<file path="config.mk">
export PLATFORM = sky130hd
export DESIGN_NAME = hmac_unit
export DESIGN_NICKNAME = d
export VERILOG_FILES = /design/src/rtl/hmac_pkg.sv /design/src/rtl/hmac_halfsel.sv /design/src/rtl/hmac_mulcore.sv /design/src/rtl/hmac_addovf.sv /design/src/rtl/hmac_unit.sv
export SDC_FILE = /design/constraint.sdc
export NUM_CORES = 2
export LEC_CHECK = 0
export BUFFER_PORTS_ARGS = -buffer_cell sky130_fd_sc_hd__buf_4
export CAP_MARGIN = 20
export CELL_PAD_IN_SITES_DETAIL_PLACEMENT = 0
export CELL_PAD_IN_SITES_GLOBAL_PLACEMENT = 2
export CORE_ASPECT_RATIO = 0.5
export CORE_MARGIN = 1.5
export CORE_UTILIZATION = 43
export CTS_CLUSTER_SIZE = 20
export DETAILED_ROUTE_END_ITERATION = 7
export PLACE_DENSITY_LB_ADDON = 0.05
export SYNTH_ARGS = -nofsm -noshare
export SYNTH_HDL_FRONTEND = slang
export SYNTH_SLANG_ARGS = --single-unit
</file>
<file path="constraint.sdc">
create_clock -name clk -period 29 [get_ports clk]
set_input_delay 5.8 -clock clk [delete_from_list [all_inputs] [get_ports clk]]
set_output_delay 5.8 -clock clk [all_outputs]
set_load 0.01 [all_outputs]
</file>
<file path="src/rtl/hmac_pkg.sv">
package hmac_pkg;
  typedef enum logic [2:0] {
    OP_MUL_HH   = 3'd0,
    OP_MAC_HH   = 3'd1,
    OP_MUL_WH   = 3'd2,
    OP_MAC_WH   = 3'd3,
    OP_MAC_LONG = 3'd4
  } hmac_op_e;
endpackage

</file>
<file path="src/rtl/hmac_halfsel.sv">
// Selects one signed halfword of a data word.
module hmac_halfsel #(
  parameter int DATA_W = 32
) (
  input  logic [DATA_W-1:0]          word,
  input  logic                       pick_hi,
  output logic signed [DATA_W/2-1:0] half
);
  localparam int HALF_W = DATA_W / 2;

  always_comb begin
    if (pick_hi) half = $signed(word[DATA_W-1:HALF_W]);
    else         half = $signed(word[HALF_W-1:0]);
  end
endmodule

</file>
<file path="src/rtl/hmac_mulcore.sv">
// Half-by-half and word-by-half signed products.
module hmac_mulcore #(
  parameter int DATA_W = 32
) (
  input  logic [DATA_W-1:0]        src_a,
  input  logic [DATA_W-1:0]        src_b,
  input  logic                     sel_a_hi,
  input  logic                     sel_b_hi,
  output logic signed [DATA_W-1:0] prod_hh,
  output logic [DATA_W-1:0]        prod_wh
);
  localparam int HALF_W = DATA_W / 2;
  localparam int WIDE_W = DATA_W + HALF_W;

  logic signed [HALF_W-1:0] half_a;
  logic signed [HALF_W-1:0] half_b;
  logic signed [WIDE_W-1:0] wide_prod;

  hmac_halfsel #(.DATA_W(DATA_W)) u_sel_a (
    .word(src_a), .pick_hi(sel_a_hi), .half(half_a)
  );
  hmac_halfsel #(.DATA_W(DATA_W)) u_sel_b (
    .word(src_b), .pick_hi(sel_b_hi), .half(half_b)
  );

  // Sign-extending casts keep both multiplies signed at full width.
  assign prod_hh   = DATA_W'(half_a) * DATA_W'(half_b);
  assign wide_prod = WIDE_W'($signed(src_a)) * WIDE_W'(half_b);
  // Keep product bits WIDE_W-1 : HALF_W.
  assign prod_wh   = DATA_W'(wide_prod >>> HALF_W);
endmodule

</file>
<file path="src/rtl/hmac_addovf.sv">
// Wrapping adder with signed-overflow detect.
module hmac_addovf #(
  parameter int W = 32
) (
  input  logic [W-1:0] a,
  input  logic [W-1:0] b,
  output logic [W-1:0] sum,
  output logic         ovf
);
  always_comb begin
    sum = a + b;
    ovf = (a[W-1] == b[W-1]) && (sum[W-1] != a[W-1]);
  end
endmodule

</file>
<file path="src/rtl/hmac_unit.sv">
module hmac_unit
  import hmac_pkg::*;
#(
  parameter int DATA_W = 32
) (
  input  logic                clk,
  input  logic                rst,
  input  logic                start,
  input  logic [2:0]          op,
  input  logic                sel_a_hi,
  input  logic                sel_b_hi,
  input  logic [DATA_W-1:0]   src_a,
  input  logic [DATA_W-1:0]   src_b,
  input  logic [DATA_W-1:0]   acc_lo,
  input  logic [DATA_W-1:0]   acc_hi,
  output logic [2*DATA_W-1:0] result,
  output logic                ovf_set,
  output logic                done
);
  localparam int LONG_W = 2 * DATA_W;

  hmac_op_e op_in;
  assign op_in = hmac_op_e'(op);

  logic signed [DATA_W-1:0] prod_hh;
  logic [DATA_W-1:0]        prod_wh;
  logic [DATA_W-1:0]        addend;
  logic [DATA_W-1:0]        acc_sum;
  logic                     acc_ovf;

  hmac_mulcore #(.DATA_W(DATA_W)) u_mul (
    .src_a(src_a), .src_b(src_b),
    .sel_a_hi(sel_a_hi), .sel_b_hi(sel_b_hi),
    .prod_hh(prod_hh), .prod_wh(prod_wh)
  );

  // One 32-bit adder serves both accumulate forms.
  assign addend = (op_in == OP_MAC_WH) ? prod_wh : prod_hh;

  hmac_addovf #(.W(DATA_W)) u_add (
    .a(addend), .b(acc_lo), .sum(acc_sum), .ovf(acc_ovf)
  );

  // Second beat of the long accumulate.
  logic                     pend;
  logic signed [DATA_W-1:0] lng_prod;
  logic [LONG_W-1:0]        lng_acc;
  logic [LONG_W-1:0]        lng_sum;
  hmac_op_e                 op_q;

  assign lng_sum = lng_acc + {{DATA_W{lng_prod[DATA_W-1]}}, lng_prod};

  always_ff @(posedge clk) begin
    if (rst) begin
      result   <= '0;
      ovf_set  <= 1'b0;
      done     <= 1'b0;
      pend     <= 1'b0;
      lng_prod <= '0;
      lng_acc  <= '0;
      op_q     <= OP_MUL_HH;
    end else begin
      done    <= 1'b0;
      ovf_set <= 1'b0;
      pend    <= 1'b0;
      if (pend) begin
        result <= lng_sum;
        done   <= 1'b1;
      end else if (start) begin
        op_q <= op_in;
        case (op_in)
          OP_MUL_HH: begin
            result <= {{DATA_W{1'b0}}, prod_hh};
            done   <= 1'b1;
          end
          OP_MUL_WH: begin
            result <= {{DATA_W{1'b0}}, prod_wh};
            done   <= 1'b1;
          end
          OP_MAC_HH, OP_MAC_WH: begin
            result  <= {{DATA_W{1'b0}}, acc_sum};
            ovf_set <= acc_ovf;
            done    <= 1'b1;
          end
          OP_MAC_LONG: begin
            pend     <= 1'b1;
            lng_prod <= prod_hh;
            lng_acc  <= {acc_hi, acc_lo};
          end
          default: begin
            result <= '0;
            done   <= 1'b1;
          end
        endcase
      end
    end
  end

  // overflow request only together with the strobe
  p_ovf_with_done_r8: assert property (@(posedge clk) disable iff (rst)
    ovf_set |-> done);

  // non-saturating forms never raise the request
  p_quiet_ops_r7: assert property (@(posedge clk) disable iff (rst)
    (done && op_q != OP_MAC_HH && op_q != OP_MAC_WH) |-> !ovf_set);

  // short forms answer at the next edge
  p_short_latency_r8: assert property (@(posedge clk) disable iff (rst)
    (start && !pend && op_in != OP_MAC_LONG) |=> done);

  // long form is silent at the first edge
  p_long_first_r8: assert property (@(posedge clk) disable iff (rst)
    (start && !pend && op_in == OP_MAC_LONG) |=> (pend && !done));

  // wait beat completes once and drops any new start
  p_long_second_r9: assert property (@(posedge clk) disable iff (rst)
    pend |=> (done && !pend));

  // result changes only with the strobe
  p_hold_r12: assert property (@(posedge clk) disable iff (rst)
    !done |-> $stable(result));
endmodule

</file>
# Word-level counts from Yosys, hierarchy flattened
# Cells that the tools add are included.
# Widths: inputs -> output; s select.
dict set report totals {
  out_inout_bits 66
  word_cells 38
  input_bits 136
  ff_bits 163
}
dict set report op_classes {
  n_mux 10
  multipliers 2
  addsub 2
  reduce_logical 8
  bitwise_logic 3
  eq_ne 7
}
# cell n
set ops {}
lappend ops {{$pmux 64 s4} 1}
lappend ops {{$mux 64} 2}
lappend ops {{$add 64x64->64} 1}
lappend ops {{$mul 32x16->48} 1}
lappend ops {{$add 32x32->32} 1}
lappend ops {{$mul 16x16->32} 1}
lappend ops {{$mux 16} 2}
lappend ops {{$mux 32} 1}
lappend ops {{$eq 3x2->1 const B} 2}
lappend ops {{$mux 1} 4}
lappend ops {{$reduce_or 4->1} 1}
lappend ops {{$eq 3x1->1 const B} 1}
lappend ops {{$eq 3x3->1 const B} 1}
lappend ops {{$logic_not 3->1} 1}
lappend ops {{$not 1->1} 3}
lappend ops {{$reduce_and 3->1} 1}
lappend ops {{$reduce_or 3->1} 1}
lappend ops {{$ne 2x2->1 const B} 1}
lappend ops {{$reduce_and 2->1} 1}
lappend ops {{$reduce_bool 2->1} 1}
lappend ops {{$reduce_or 2->1} 1}
lappend ops {{$eq 1x1->1} 1}
lappend ops {{$logic_and 1x1->1} 1}
lappend ops {{$ne 1x1->1} 1}

# Logic depth before layout (Yosys ltp)
dict set report depth {
  ltp_word 7
  depth_mapped 40
  ltp_nobuf 37
}

# Hierarchy
# A second synthesis with hierarchy kept.
dict set report unflattened {
  hier_cells 4756
  area_unflattened_um2 40058.4
}
# module n_inst area_per_inst_um2 cells_per_inst
set modules_own_cells {}
lappend modules_own_cells {hmac_mulcore 1 26859.5 3015}
lappend modules_own_cells {hmac_unit 1 10769.1 1439}
lappend modules_own_cells {hmac_addovf 1 1931.9 266}
lappend modules_own_cells {hmac_halfsel 2 249.0 18}

# Worst setup path before layout
# Ideal clock, no wire load.
dict set report synth_path {
  path_kind {input port to flip-flop}
  start {input port sel_b_hi}
  end {register result[29]}
  path_buffers 4
  slack_ns 14.503
  arrival_time_ns 14.412
  required_ns 28.914
  path_stages 35
  setup_time_ns 0.086
  cell_sequence {buf_6 -> clkbuf_1 -> mux2_2 -> clkbuf_1 -> clkbuf_1 -> nand2_1 -> fa_1 -> inv_1 -> fa_1 -> inv_1 -> fa_1 -> inv_1 -> fa_1 -> fa_1 -> inv_1 -> fa_1 -> inv_1 -> ha_1 -> a21o_1 -> a21o_1 -> a2111oi_0 -> nand2_1 -> o21ai_0 -> xor2_1 -> mux2i_1 -> ha_1 -> a211o_1 -> nor4_1 -> a211oi_1 -> a31oi_1 -> o21ai_0 -> o221ai_1 -> nor4bb_1 -> o31ai_1 -> a211oi_1}
}
dict set report synth_via {
  elab_chain_cells 7
}
# element line
set synth_lines {}
lappend synth_lines {{start: declaration} hmac_unit.sv:11} ;# input logic sel_b_hi,
lappend synth_lines {{$mux 16 (*)} hmac_halfsel.sv:12} ;# if (pick_hi) half = $signed(word[DATA_W-1:HALF_W]);
lappend synth_lines {{$mul 32x16->48 or $mul 16x16->32 (tied branches)} {hmac_mulcore.sv:28, hmac_mulcore.sv:27}}
lappend synth_lines {{$mux 32} hmac_unit.sv:38} ;# assign addend = (op_in == OP_MAC_WH) ? prod_wh : prod_hh;
lappend synth_lines {{$add 32x32->32} hmac_addovf.sv:11} ;# sum = a + b;
lappend synth_lines {{$pmux 64 s4 (*)} hmac_unit.sv:71} ;# case (op_in)
lappend synth_lines {{$mux 64 (*)} hmac_unit.sv:69} ;# end else if (start) begin
lappend synth_lines {{$mux 64 (*)} hmac_unit.sv:66} ;# if (pend) begin
lappend synth_lines {{end signal: assignment} hmac_unit.sv:67} ;# result <= lng_sum;
lappend synth_lines {{end signal: assignment} hmac_unit.sv:73} ;# result <= {{DATA_W{1'b0}}, prod_hh};
lappend synth_lines {{end signal: assignment} hmac_unit.sv:77} ;# result <= {{DATA_W{1'b0}}, prod_wh};
lappend synth_lines {{end: declaration} hmac_unit.sv:16} ;# output logic [2*DATA_W-1:0] result,
# Mark *: on every way between the ends. The rest lies on a longest branch, timed or not. The select of a mux whose other input is x is not followed.
# A chain may end at the register's enable or synchronous reset.

# Worst setup path after layout
dict set report layout_path {
  start {input port sel_b_hi}
  end {register result[31]}
}
# Same word-level chain as after synthesis.

==> results.md <==
- Iter 0 DRT Violations: 2165
- First-pass GRT wire length: 208000 µm
- Distinct cells, synth: 89
- Setup tns final: 0 ns
- Avg Inst Size Synth: 8.31 µm²
- TritonCTS clock tree: done
- Synth warn: 0
- DRT Wirelength: 133000 µm
- Post-CTS Resized: 0
- Post-CTS Setup Inserts: 0
- Pre-antenna DRT Iters: 6
- Delay of the slowest critical-path stage: ~0.87 ns
- Post-route design area: between 40000 and 50000 µm²
- DRC Markers: 0
- CTS H-tree depth: 4
- IO buf count: 201
- Vias per cell: 5.41
- Slew HR: 0.276
- Placer Congestion: approximately 0.89
- Adder-Cell Fraction of Synth Area: 0.475
- Root Driver: clkbuf_16
- Crit. Startpoint: sel_b_hi
- Run status: finished clean
- Main flop type after synthesis: dfxtp_1
- Row count: 77
- Final Slew Violations: 0
- Ys async rst share: 0
- Worst path buffer plus inverter count: 4
- Die area: 93000 µm²
- Post-synth EDFFs: 0
- Layout cells sized above 1: 0.0729
- Most frequent cells after synthesis: inv_1 (893), nand2_1 (778), fa_1 (749)
- Maximum clock rate: 0.0623 GHz
- Pre-CTS setup slack: roughly 13 ns
- Hold_buf cts: 0
- Register bit total from synthesis: 163
- Worst setup margin: between 10 and 15 ns
- Core Region: between 80000 and 90000 µm²
- Crit start category: primary input
- Worst-Margin Slew: 1.06 ns
- Hold Crit Class: reg2reg
- Synth top area share: 0.383
- IO Pins: about 200
- Detail Route Antenna Nets: 0
- Final period util: 0.554
- Placed wire-length estimate: 105000 µm
- RR Startpoint: lng_acc[1]
- Worst EP arrival: 16.38 ns
- Top-count cell post-synth: inv_1
- Mux contribution to synthesized area: 0.0172
- Max Cap Viol: 0
- Tot GR Track Use: 0.294
- CP max FO: 27
- Vias: 32200
- CP max-delay cell: o31ai_2
- Fin Clk Skew: between 0.009 and 0.01 ns
- RSZ-0062 raised after global routing: no
- Layout Area Growth over Synthesis: 8.11%
- Initial Util: 0.439
- Post-synth top area cell: fa_1
- DP Area: 41600 µm²
- CTS clock-pin slew for the worst setup and hold paths: 0.07 ns
- Most used cell, CP: fa_1
- Pin count of the biggest net entering global routing: 87
- Final Setup Violations: 0
- Syn Std Cell Area: between 30000 and 40000 µm²
- Crit end category: flop
- CP Data Required Time: slightly below 30 ns
- Wirelength per Cell: around 22 µm
- Main area contributors after synthesis: fa_1 (38%), ha_1 (9.2%), inv_1 (8.6%)
- Total grt overflow: 0
- XOR/XNOR share of the synthesized area: 0.0349
- Hold wc startpoint: result[60]
- Post-Synth Simple-Gate Area: 0.167
- Die Y: 216 µm
- Initial antenna violation count: 5
- Fin nets: around 5900
- Clock Path Buffers: 2
- Vias in the first global route: roughly 34000
- Cts bufs inserted: 17
- Synth Net Count: 5886
- Top delay family on crit path: adder cells
- Compound-Gate Fraction of Synth Area: 0.114
- Worst skew pair latency: 0.45 ns
- Largest family of logic cells by synthesized area: adder cells
- Cells after Synth: 4712
- Die X: approximately 430 µm
- Min Tclk post-route: 16.06 ns
- Final Hold Fails: 0
- Register area share after synthesis: 0.0834
- Fillcell total: 8935
- Sink Count: 163
- CP Class: in2reg
final timing paths:
kind	cells past startpoint	end	slack (ns)
setup / recovery	31	result[31]	12.94
setup reg to reg	12	result[55]	24.81
hold reg to reg	2	result[60]	0.46
hold / removal	2	result[60]	0.46
state kept, by name, summed over array words and instances (netlist names):
signal    cells
lng_acc      64
result       64
lng_prod     32
done          1
ovf_set       1
pend          1
cell families (layout without fill, tap and decap cells):
kind of cell | count (synthesis) | after routing
multiplexers | 62 | 62
flip-flops | 163 | 163
adder cells (fa/ha/maj) | 1038 | 1038
AO/OA/AOI/OAI | 699 | 699
other | 0 | 1
AND/OR/NAND/NOR | 1469 | 1469
buffers and inverters | 1125 | 1172
XOR/XNOR | 156 | 156
area by class of cell:
class / instances / area (µm²) / share of cell area
flip-flops and latches: 163 / 3260 / 0.0771
repair buffers: 247 / 1860 / 0.0439
well taps: 1185 / 1480 / 0.0350
clock buffers: 18 / 429 / 0.0101
diodes: 1 / 2.50 / 0.0000591
multi-input cells: 3424 / 31700 / 0.749
inverters: 893 / 3350 / 0.0792
clock inverters: 14 / 226 / 0.00535
worst reg2reg max path: cells and delay by family, from the launching register on:
| kind | cells | cell delay (ns) |
|---|---|---|
| simple gates | 3 | 0.62 |
| fa+ha+maj | 1 | 0.27 |
| compound gates | 8 | 2.80 |
| flops | 1 | 0.39 |
routing by layer:
| layer | GRT usage | wire length (µm) | up-vias |
|---|---|---|---|
| met5 | 0 | 34 | - |
| met4 | 0.0583 | 2100 | 6 |
| met3 | 0.0543 | 9620 | 129 |
| met2 | 0.464 | 59900 | 962 |
| met1 | 0.421 | 61100 | 16400 |
| li1 | - | - | 14700 |
cell usage in the layout (no fill, tap or decap), drive strengths merged, types with 7 or more instances in the layout:
master / instances
mux2: 32
a221oi: 16
xor2: 62
nor2: 254
o21ai: 136
nand2: 778
a21o: 55
a211oi: 33
o211ai: 17
a2111oi: 10
and2: 179
a22oi: 17
o21bai: 20
and3: 9
a31oi: 14
clkbuf: 18
fa: 749
nor3b: 7
ha: 289
dfxtp: 163
a21oi: 266
a31o: 7
nand2b: 39
o21a: 20
nand4: 29
a21boi: 7
nand3: 39
buf: 246
xnor2: 94
o31ai: 14
mux2i: 30
inv: 896
o22ai: 7
nor2b: 55
or3: 12
nor3: 47
stage by stage:
stage	util	hold slack, ns	std cells
after global placement	0.467	0.441	5911
after floorplan	-	0.440	4712
after global routing	0.474	0.471	5944
after CTS	0.474	0.462	5943
after detailed placement	0.467	0.445	5911
final	0.474	0.456	5945
Power is not shown: default switching activity piles up to over one toggle a cycle in this logic, so the estimate is an artifact.
